$ cat config.mk
export PLATFORM = sky130hd
export DESIGN_NAME = fpp_seq
export DESIGN_NICKNAME = d
export VERILOG_FILES = /design/src/rtl/fpp_pkg.sv /design/src/rtl/fpp_page_buf.sv /design/src/rtl/fpp_dly.sv /design/src/rtl/fpp_wdt.sv /design/src/rtl/fpp_seq.sv
export SDC_FILE = /design/constraint.sdc
export NUM_CORES = 2
export LEC_CHECK = 0
export ABC_AREA = 1
export CELL_PAD_IN_SITES_DETAIL_PLACEMENT = 0
export CELL_PAD_IN_SITES_GLOBAL_PLACEMENT = 1
export CORE_AREA = 2 2 428 430
export CTS_BUF_LIST = sky130_fd_sc_hd__clkbuf_16
export CTS_CLUSTER_SIZE = 40
export DETAILED_ROUTE_END_ITERATION = 10
export DIE_AREA = 0 0 430 432
export DONT_BUFFER_PORTS = 1
export HOLD_SLACK_MARGIN = 0.1
export PLACE_DENSITY_LB_ADDON = 0.1
export SETUP_SLACK_MARGIN = 0.3
export SKIP_CTS_REPAIR_TIMING = 1
export SYNTH_ARGS = -nofsm -noshare
export SYNTH_HDL_FRONTEND = slang
export SYNTH_SLANG_ARGS = --single-unit
$ cat constraint.sdc
create_clock -name clk_i -period 3.9 [get_ports clk_i]
set_input_delay 0.975 -clock clk_i [delete_from_list [all_inputs] [get_ports clk_i]]
set_output_delay 0.975 -clock clk_i [all_outputs]
set_load 0.02 [all_outputs]
$ cat src/rtl/fpp_pkg.sv
package fpp_pkg;
  typedef enum logic [2:0] {
    ST_IDLE, ST_WEN, ST_LOAD, ST_SETUP, ST_PULSE, ST_HOLD, ST_RECOV
  } fpp_state_e;
endpackage

$ cat src/rtl/fpp_page_buf.sv
module fpp_page_buf #(
  parameter int unsigned NB = 128
) (
  input  logic                      clk_i,
  input  logic                      rst_ni,
  input  logic                      fill_i,
  input  logic                      we_i,
  input  logic [$clog2(NB)-1:0]     off_i,
  input  logic [7:0]                data_i,
  output logic [NB*8-1:0]           data_o
);
  localparam int unsigned OW = $clog2(NB);

  for (genvar i = 0; i < NB; i++) begin : g_byte
    logic [7:0] q;
    always_ff @(posedge clk_i or negedge rst_ni) begin
      if (!rst_ni)                              q <= 8'hFF;
      else if (fill_i)                          q <= 8'hFF;
      else if (we_i && off_i == OW'(i))         q <= data_i;
    end
    assign data_o[8*i +: 8] = q;
  end
endmodule

$ cat src/rtl/fpp_dly.sv
module fpp_dly #(
  parameter int unsigned W = 16
) (
  input  logic         clk_i,
  input  logic         rst_ni,
  input  logic         ld_i,
  input  logic [W-1:0] val_i,
  output logic         zero_o
);
  logic [W-1:0] cnt_q;

  always_ff @(posedge clk_i or negedge rst_ni) begin
    if (!rst_ni)           cnt_q <= '0;
    else if (ld_i)         cnt_q <= val_i;
    else if (cnt_q != '0)  cnt_q <= cnt_q - W'(1);
  end

  assign zero_o = (cnt_q == '0);

  AST_DLY_NO_WRAP: assert property (@(posedge clk_i) disable iff (!rst_ni)
    (zero_o && !ld_i) |=> zero_o);
endmodule

$ cat src/rtl/fpp_wdt.sv
module fpp_wdt #(
  parameter int unsigned LIM = 1000
) (
  input  logic clk_i,
  input  logic rst_ni,
  input  logic arm_i,
  input  logic stop_i,
  output logic expire_o
);
  localparam int unsigned W = $clog2(LIM + 1);
  logic [W-1:0] cnt_q;
  logic         run_q;

  always_ff @(posedge clk_i or negedge rst_ni) begin
    if (!rst_ni) begin
      cnt_q <= '0;
      run_q <= 1'b0;
    end else if (arm_i) begin
      cnt_q <= '0;
      run_q <= 1'b1;
    end else if (stop_i) begin
      run_q <= 1'b0;
    end else if (run_q) begin
      cnt_q <= cnt_q + W'(1);
    end
  end

  assign expire_o = run_q && (cnt_q == W'(LIM - 1));

  AST_WDT_BOUND: assert property (@(posedge clk_i) disable iff (!rst_ni)
    run_q |-> (cnt_q <= W'(LIM - 1)));
endmodule

$ cat src/rtl/fpp_seq.sv
module fpp_seq
  import fpp_pkg::*;
#(
  parameter int unsigned CLK_MHZ    = 125,
  parameter int unsigned AW         = 16,
  parameter int unsigned PW_W       = 16,
  parameter int unsigned PAGE_BYTES = 128,
  parameter int unsigned T_WE_CYC   = 10 * CLK_MHZ,
  parameter int unsigned T_PSU_CYC  = 50 * CLK_MHZ,
  parameter int unsigned T_CP_CYC   = 5 * CLK_MHZ,
  parameter int unsigned T_CPSU_CYC = 5 * CLK_MHZ,
  parameter int unsigned T_WDT_CYC  = 6600 * CLK_MHZ
) (
  input  logic                          clk_i,
  input  logic                          rst_ni,
  input  logic                          fwe_i,
  input  logic                          start_i,
  input  logic [AW-1:0]                 addr_i,
  input  logic [PW_W-1:0]               pulse_w_i,
  input  logic                          byte_we_i,
  input  logic [$clog2(PAGE_BYTES)-1:0] byte_off_i,
  input  logic [7:0]                    byte_data_i,
  input  logic                          load_done_i,
  output logic                          swe_o,
  output logic                          psu_o,
  output logic                          prog_o,
  output logic [AW-1:0]                 page_addr_o,
  output logic [PAGE_BYTES*8-1:0]       page_data_o,
  output logic                          busy_o,
  output logic                          done_o,
  output logic                          err_o,
  output logic                          proto_err_o,
  output logic                          wdt_abort_o
);
  localparam int unsigned OW    = $clog2(PAGE_BYTES);
  localparam int unsigned MAX_A = (T_WE_CYC > T_PSU_CYC) ? T_WE_CYC : T_PSU_CYC;
  localparam int unsigned MAX_B = (T_CP_CYC > T_CPSU_CYC) ? T_CP_CYC : T_CPSU_CYC;
  localparam int unsigned MAX_D = (MAX_A > MAX_B) ? MAX_A : MAX_B;
  localparam int unsigned DW    = $clog2(MAX_D + 1);
  localparam int unsigned TW    = (DW > PW_W) ? DW : PW_W;

  fpp_state_e      st_q, st_d;
  logic            tmr_ld, tmr_zero, wdt_arm, wdt_stop, wdt_exp, fin;
  logic [TW-1:0]   tmr_val;
  logic [PW_W-1:0] pw_q;
  logic            err_q, proto_q, abort_q, done_q;
  logic [AW-1:0]   addr_q;
  logic            start_ok, start_bad, in_load;

  assign in_load   = (st_q == ST_LOAD);
  assign start_ok  = (st_q == ST_IDLE) && start_i && fwe_i && (addr_i[OW-1:0] == '0);
  assign start_bad = (st_q == ST_IDLE) && start_i && !start_ok;

  always_comb begin
    st_d     = st_q;
    tmr_ld   = 1'b0;
    tmr_val  = '0;
    wdt_arm  = 1'b0;
    wdt_stop = 1'b0;
    fin      = 1'b0;
    unique case (st_q)
      ST_IDLE:  if (start_ok) begin
                  st_d = ST_WEN; tmr_ld = 1'b1; tmr_val = TW'(T_WE_CYC - 1);
                end
      ST_WEN:   if (tmr_zero) st_d = ST_LOAD;
      ST_LOAD:  if (load_done_i) begin
                  st_d = ST_SETUP; tmr_ld = 1'b1; tmr_val = TW'(T_PSU_CYC - 1);
                  wdt_arm = 1'b1;
                end
      ST_SETUP: if (tmr_zero) begin
                  st_d = ST_PULSE; tmr_ld = 1'b1;
                  tmr_val = (pw_q == '0) ? '0 : TW'(pw_q) - TW'(1);  // width 0 acts as 1
                end
      ST_PULSE: if (tmr_zero) begin
                  st_d = ST_HOLD; tmr_ld = 1'b1; tmr_val = TW'(T_CP_CYC - 1);
                end
      ST_HOLD:  if (tmr_zero) begin
                  st_d = ST_RECOV; tmr_ld = 1'b1; tmr_val = TW'(T_CPSU_CYC - 1);
                end
      ST_RECOV: if (tmr_zero) begin
                  st_d = ST_IDLE; wdt_stop = 1'b1; fin = 1'b1;
                end
      default:  st_d = ST_IDLE;
    endcase
    // expiry overrides any normal step, including completion in the same cycle
    if (wdt_exp) begin
      st_d     = ST_IDLE;
      wdt_stop = 1'b1;
      fin      = 1'b1;
    end
  end

  always_ff @(posedge clk_i or negedge rst_ni) begin
    if (!rst_ni) begin
      st_q    <= ST_IDLE;
      pw_q    <= '0;
      addr_q  <= '0;
      err_q   <= 1'b0;
      proto_q <= 1'b0;
      abort_q <= 1'b0;
      done_q  <= 1'b0;
    end else begin
      st_q   <= st_d;
      done_q <= fin;
      if (in_load && load_done_i) pw_q <= pulse_w_i;
      if (start_ok) addr_q <= addr_i;
      if (start_bad)     err_q <= 1'b1;
      else if (start_ok) err_q <= 1'b0;
      if (byte_we_i && !in_load) proto_q <= 1'b1;  // set beats clear
      else if (start_ok)         proto_q <= 1'b0;
      if (wdt_exp)       abort_q <= 1'b1;
      else if (start_ok) abort_q <= 1'b0;
    end
  end

  fpp_dly #(.W(TW)) u_dly (
    .clk_i  (clk_i),
    .rst_ni (rst_ni),
    .ld_i   (tmr_ld),
    .val_i  (tmr_val),
    .zero_o (tmr_zero)
  );

  fpp_wdt #(.LIM(T_WDT_CYC)) u_wdt (
    .clk_i    (clk_i),
    .rst_ni   (rst_ni),
    .arm_i    (wdt_arm),
    .stop_i   (wdt_stop),
    .expire_o (wdt_exp)
  );

  fpp_page_buf #(.NB(PAGE_BYTES)) u_buf (
    .clk_i  (clk_i),
    .rst_ni (rst_ni),
    .fill_i (start_ok),
    .we_i   (byte_we_i && in_load),
    .off_i  (byte_off_i),
    .data_i (byte_data_i),
    .data_o (page_data_o)
  );

  assign swe_o       = (st_q != ST_IDLE);
  assign psu_o       = (st_q == ST_SETUP) || (st_q == ST_PULSE) || (st_q == ST_HOLD);
  assign prog_o      = (st_q == ST_PULSE);
  assign busy_o      = swe_o;
  assign done_o      = done_q;
  assign err_o       = err_q;
  assign proto_err_o = proto_q;
  assign wdt_abort_o = abort_q;
  assign page_addr_o = addr_q;

  AST_PROG_NEEDS_PSU: assert property (@(posedge clk_i) disable iff (!rst_ni)
    prog_o |-> psu_o);
  AST_PSU_NEEDS_SWE: assert property (@(posedge clk_i) disable iff (!rst_ni)
    psu_o |-> swe_o);
  AST_PROG_AFTER_PSU: assert property (@(posedge clk_i) disable iff (!rst_ni)
    $rose(prog_o) |-> $past(psu_o));
  AST_PROG_DROPS_FIRST: assert property (@(posedge clk_i) disable iff (!rst_ni)
    ($fell(psu_o) && !wdt_abort_o) |-> !$past(prog_o));
  AST_SWE_DROPS_LAST: assert property (@(posedge clk_i) disable iff (!rst_ni)
    ($fell(swe_o) && !wdt_abort_o) |-> !$past(psu_o));
  AST_ABORT_KILLS: assert property (@(posedge clk_i) disable iff (!rst_ni)
    $rose(wdt_abort_o) |-> (!prog_o && !psu_o));
  AST_PAGE_ALIGNED: assert property (@(posedge clk_i) disable iff (!rst_ni)
    busy_o |-> (page_addr_o[OW-1:0] == '0));
  AST_START_NEEDS_FWE: assert property (@(posedge clk_i) disable iff (!rst_ni)
    $rose(busy_o) |-> $past(fwe_i));
  AST_DONE_SINGLE: assert property (@(posedge clk_i) disable iff (!rst_ni)
    done_o |=> !done_o);
  AST_DONE_IDLE: assert property (@(posedge clk_i) disable iff (!rst_ni)
    done_o |-> !busy_o);
endmodule

Word level (Yosys, flattened, before mapping):

Index checks and enable logic that the tools add are counted.

* reduce and logical (&&, ||, !) cells: 285
* mux-type cells: 289
* eq/ne operators: 142
* add/subtract/negate cells: 3

Operators with widths (number)
* $mux 8: 256
* $eq 7x7->1 const B: 64
* $reduce_bool 2->1: 134
* $eq 7x6->1 const B: 32
* $logic_and 1x1->1: 136
* $eq 7x5->1 const B: 16
* $mux 16: 4
* $pmux 16 s4: 1
* $mux 20: 3
* $eq 7x4->1 const B: 8
* $logic_not 16->1: 2
* $sub 16x1->16 const B: 2
* $eq 7x3->1 const B: 4
* $mux 3: 8
* $pmux 3 s7: 1
* $add 20x1->20 const B: 1
* $eq 20x20->1 const B: 1
* $ne 3x2->1 const B: 6
* $reduce_bool 16->1: 1
* $eq 7x2->1 const B: 2
* $logic_not 7->1: 2
* $mux 13: 1
* $mux 1: 12
* $mux 11: 1
* 16 further kinds: 21

* word-level logic and storage cells: 857
* register bits after elaboration: 1100

Logic depth before layout (Yosys ltp):

* word-level depth: 7
* gate-level depth with buffers: 13

Cells and area by module:

Synthesis repeated with hierarchy kept, for this count alone.

* cell total of the unflattened synthesis: 5310
* area total of the unflattened synthesis: 47619.4 µm²

By module, submodules not included
* fpp_page_buf: instances 1, area an instance 42886.1 µm², cells an instance 4669
* fpp_seq: instances 1, area an instance 2203.4 µm², cells an instance 287
* fpp_wdt: instances 1, area an instance 1345.0 µm², cells an instance 187
* fpp_dly: instances 1, area an instance 1184.9 µm², cells an instance 167

Worst setup path before layout:

Ideal clock, no wire load.

* path type: input to register
* start: input byte_off_i[4]
* end: register u_buf.g_byte[46].q[5]
* stages: 9
* required time: 3827 ps
* arrival time: 2163 ps
* path slack: 1664 ps
* path through: inv_2 > nand2_1 > nor2_4 > buf_4 > nand2_1 > o21ai_4 > buf_6 > nor2_1 > a21oi_1

* longest elaborated chain between the ends: 3

RTL lines
* from (decl): line fpp_seq.sv:21 `input logic [$clog2(PAGE_BYTES)-1:0] byte_off_i,`
* $eq 7x6->1: line fpp_page_buf.sv:19 `else if (we_i && off_i == OW'(i)) q <= data_i;`
* $logic_and 1x1->1: line fpp_page_buf.sv:19
* $reduce_bool 2->1 (no source line)
* to (signal assigned): line fpp_page_buf.sv:19
* to (decl): line fpp_page_buf.sv:15 `logic [7:0] q;`

Every way passes these cells.
A chain may end at the register's enable or synchronous reset.

Final worst setup path:

* start: register st_q[0]
* end: register u_buf.g_byte[1].q[3]

* longest elaborated chain between the ends: 5

RTL lines
* from (decl): line fpp_seq.sv:42 `fpp_state_e st_q, st_d;`
* from (signal assigned): line fpp_seq.sv:103 `st_q <= st_d;`
* $logic_not 3->1: line fpp_seq.sv:51 `assign start_ok = (st_q == ST_IDLE) && start_i && fwe_i && (addr_i[OW-1:0] == '0);`
* $logic_and 1x1->1 (3 in series): line fpp_seq.sv:51
* $mux 8 / $reduce_bool 2->1 (equally long branches)
* to (signal assigned): line fpp_page_buf.sv:19
* to (decl): line fpp_page_buf.sv:15

Parallel ways exist; a longest one is shown, timed or not.

==> results.toml <==
[route]
drt-total-wl_mm = 192
drt_pass1_iterations = 5
route.antenna.remaining_nets = 0
detail_route.wl_per_cell_um = 28.4
route.detailed.drc = 0
drt_first_iter_violations = 1657
ratio_of_routed_vias_to_standard_cells = 4.43
dr_total_vias = 30031

[setup_path]
timing.critical_path.from_type = "register"
critical_path.endpoint_type = "register"
r2r_path_start = "st_q[0]$_DFFE_PN0P_"
flop_to_flop_setup_slack_ns = 0.68
setup.worst_path.start = "st_q[0]$_DFFE_PN0P_"
data_arrival_time_of_the_critical_path_ns = 3.89
critical_path_required_ns = 4.58
path_max_fanout = 68
worst-setup-path-type = "reg -> reg"

[pwr]
vdd.ir_drop.worst_mv = 0.305
power.density_nw_per_um2 = 677
power.leakage_uw = 0.0200

[timing]
drv_slew = 0
min_period_ns = 3.22
totalNegativeSetupSlack_ns = 0
hold_vio_cnt_final = 0
relSlewSlack_pct = 25.1
max_freq_mhz = 311
setup_viol = 0
worst_clock_skew_ns = 0.0313
timing_worst_slew_pin_value_ns = 1.12
period_share_pct = 82.5
grt_setup_unrepaired = "false"

[finish]
finish.net_count = 4338
fillers = 19096
synthToLayoutAreaGrowth_pct = 14.0
layout-drive-gt1-share_pct = 33.8
post_layout_nonfiller_instances = 6773

[logic_synthesis]
synth-async-reset-ratio_pct = 100
count_of_state_elements_after_synthesis = 1100
netlist_area_um2 = 45000
post_synth.cell_area_avg_um2 = 10.4
number_of_nets_in_the_synthesized_netlist = 4392
yosysTopAreaCell = "sky130_fd_sc_hd__dfstp_2"
share_of_the_synthesized_area_in_the_top_cell_type_pct = 59.8
ys_top_cells_by_area = "sky130_fd_sc_hd__dfstp_2, sky130_fd_sc_hd__a21oi_1, sky130_fd_sc_hd__nor2_1"
ys_types = 33
number_of_synthesized_flops_with_an_enable_pin = 0
synth-warning-count = 0
post-synth-top-count-cell = "sky130_fd_sc_hd__nor2_1"
synth_ff_type = "sky130_fd_sc_hd__dfstp_2"
post_synth_most_frequent_cells = "sky130_fd_sc_hd__nor2_1, sky130_fd_sc_hd__dfstp_2, sky130_fd_sc_hd__a21oi_1"
syn_inst = 4335
yosysSeqAreaShare_pct = 64.0

[worst_hold_path]
holdCritPathClass = "in -> reg"
timing.hold.worst.start = "addr_i[15]"

[cts]
clock_tree.root_cell = "sky130_fd_sc_hd__clkbuf_16"
tritoncts.num_buffers = 138
h-tree-depth = 4
tritoncts = "built"
clockBufferDepth = 3
cts.reportedPaths.clkPinSlew_ns = 0.06
clock_latency_late_sink_ns = 0.81
cts.sinks = 1100

[global_route]
first_global_vias = 29599
grt.overflow.total = 0
globalRouteTotalUtil_pct = 20.3
pin_count_of_the_biggest_net_entering_global_routing = 116
number_of_antenna_violations_at_the_first_check_in_global_routing = 0
grt_pass1_wl_mm = 263

[die]
core.rowCount = 157
core-area_um2 = 182000
die_height_um = 432
fp.dieW_um = 430
ioPinCount = 1101
die_area_um2 = 186000
initial_utilization_pct = 24.8

[placed_design]
port_buffers = 0
post-dp-hpwl_mm = 135
place.detailed.instances = 6526
gp_congestion = 0.794

[run]
timing.max_cap.violations = 0

[status]
outcome = "completed"
==> per-stage QoR <==
step                      instance area [µm²]  setup slack (ns)  utilization (%)  hold WS (ns)  power, µW
after floorplan                         45000              1.66                -         0.471      20500
after global placement                  47100             0.258             25.9         0.517      22900
after detailed placement                47100             0.257             25.9         0.515      23000
after CTS                               51300             0.566             28.2         0.198      35400
after global routing                    51300             0.407             28.2         0.247      36500
final                                   51300             0.684             28.2         0.290      34700
==> where the power goes <==
group	internal, µW	total, µW	switching [µW]
Combinational	1330	3850	2520
Clock	6810	12100	5300
Sequential	14600	18800	4210
==> path summary, 6_finish.rpt <==
kind / depth (start not counted) / end
max: 9 / u_buf.g_byte[1].q[3]$_DFFE_PN1P_
min: 2 / page_addr_o[15]$_DFFE_PN0P_
max reg2reg: 9 / u_buf.g_byte[1].q[3]$_DFFE_PN1P_
min reg2reg: 2 / u_dly.cnt_q[1]$_DFFE_PN0P_
max in group asynchronous: 2 / u_buf.g_byte[28].q[6]$_DFFE_PN1P_
min in group asynchronous: 1 / u_wdt.cnt_q[10]$_DFFE_PN0P_
==> cell families after synthesis <==
logic type      after synthesis  synth area share, %
fa+ha+maj                     4                0.111
buf+inv                     373                 5.39
compound gates             1161                 15.1
simple gates               1671                 14.8
xor+xnor                     26                0.506
flops                      1100                 64.0
==> registers in the layout, indices dropped and copies added, names as in the netlist <==
register,flops
u_buf.g_byte.q,1024
u_wdt.cnt_q,20
page_addr_o,16
pw_q,16
u_dly.cnt_q,16
st_q,3
done_o,1
err_o,1
proto_err_o,1
u_wdt.run_q,1
wdt_abort_o,1
==> area by class of cell <==
type | count | area, µm² | area share, %
clock buffer | 144 | 3600 | 7.03
multi-input combinational | 2862 | 13900 | 27.0
antenna | 1 | 2.50 | 0.00488
timing repair buffer | 96 | 1100 | 2.15
sequential | 1100 | 28800 | 56.2
inverter | 83 | 314 | 0.612
clock inverter | 102 | 604 | 1.18
tap | 2385 | 2980 | 5.82
==> placed cells by master, fill, tap and decap left out, types with 3 or more instances in the layout <==
cell type and n:
sky130_fd_sc_hd__a21oi_1 1018, sky130_fd_sc_hd__a21oi_2 18, sky130_fd_sc_hd__buf_12 29, sky130_fd_sc_hd__buf_4 66, sky130_fd_sc_hd__clkbuf_16 144, sky130_fd_sc_hd__clkinv_1 33
sky130_fd_sc_hd__clkinv_2 11, sky130_fd_sc_hd__clkinv_8 5, sky130_fd_sc_hd__dfrtp_1 76, sky130_fd_sc_hd__dfstp_2 1024, sky130_fd_sc_hd__ha_1 4, sky130_fd_sc_hd__inv_1 117
sky130_fd_sc_hd__inv_16 3, sky130_fd_sc_hd__inv_2 8, sky130_fd_sc_hd__nand2_1 313, sky130_fd_sc_hd__nand2_2 43, sky130_fd_sc_hd__nand3_1 104, sky130_fd_sc_hd__nand3b_1 4
sky130_fd_sc_hd__nand4_1 16, sky130_fd_sc_hd__nor2_1 1154, sky130_fd_sc_hd__nor2_2 12, sky130_fd_sc_hd__nor2_4 11, sky130_fd_sc_hd__nor3_1 5, sky130_fd_sc_hd__nor3_4 4
sky130_fd_sc_hd__o21ai_0 32, sky130_fd_sc_hd__o21ai_2 12, sky130_fd_sc_hd__o21ai_4 77, sky130_fd_sc_hd__xnor2_1 11, sky130_fd_sc_hd__xor2_1 15
==> layer usage <==
metal  track usage (%)  share of wire [%]
met2              35.2                 51
met3              6.28                7.0
met1              23.2                 38
met5                 0                  0
met4              7.83                3.9
==> critical path: stages (launching register included) <==
cell and delay (ns):
sky130_fd_sc_hd__dfrtp_1 0.52, sky130_fd_sc_hd__nor2_1 0.18, sky130_fd_sc_hd__nand3_1 0.13, sky130_fd_sc_hd__inv_2 0.08
sky130_fd_sc_hd__nand2_8 0.10, sky130_fd_sc_hd__buf_12 0.51, sky130_fd_sc_hd__buf_4 0.75, sky130_fd_sc_hd__o31ai_4 0.42
sky130_fd_sc_hd__nor2_1 0.20, sky130_fd_sc_hd__a21oi_1 0.06
Power figures use the tool's default switching activity.
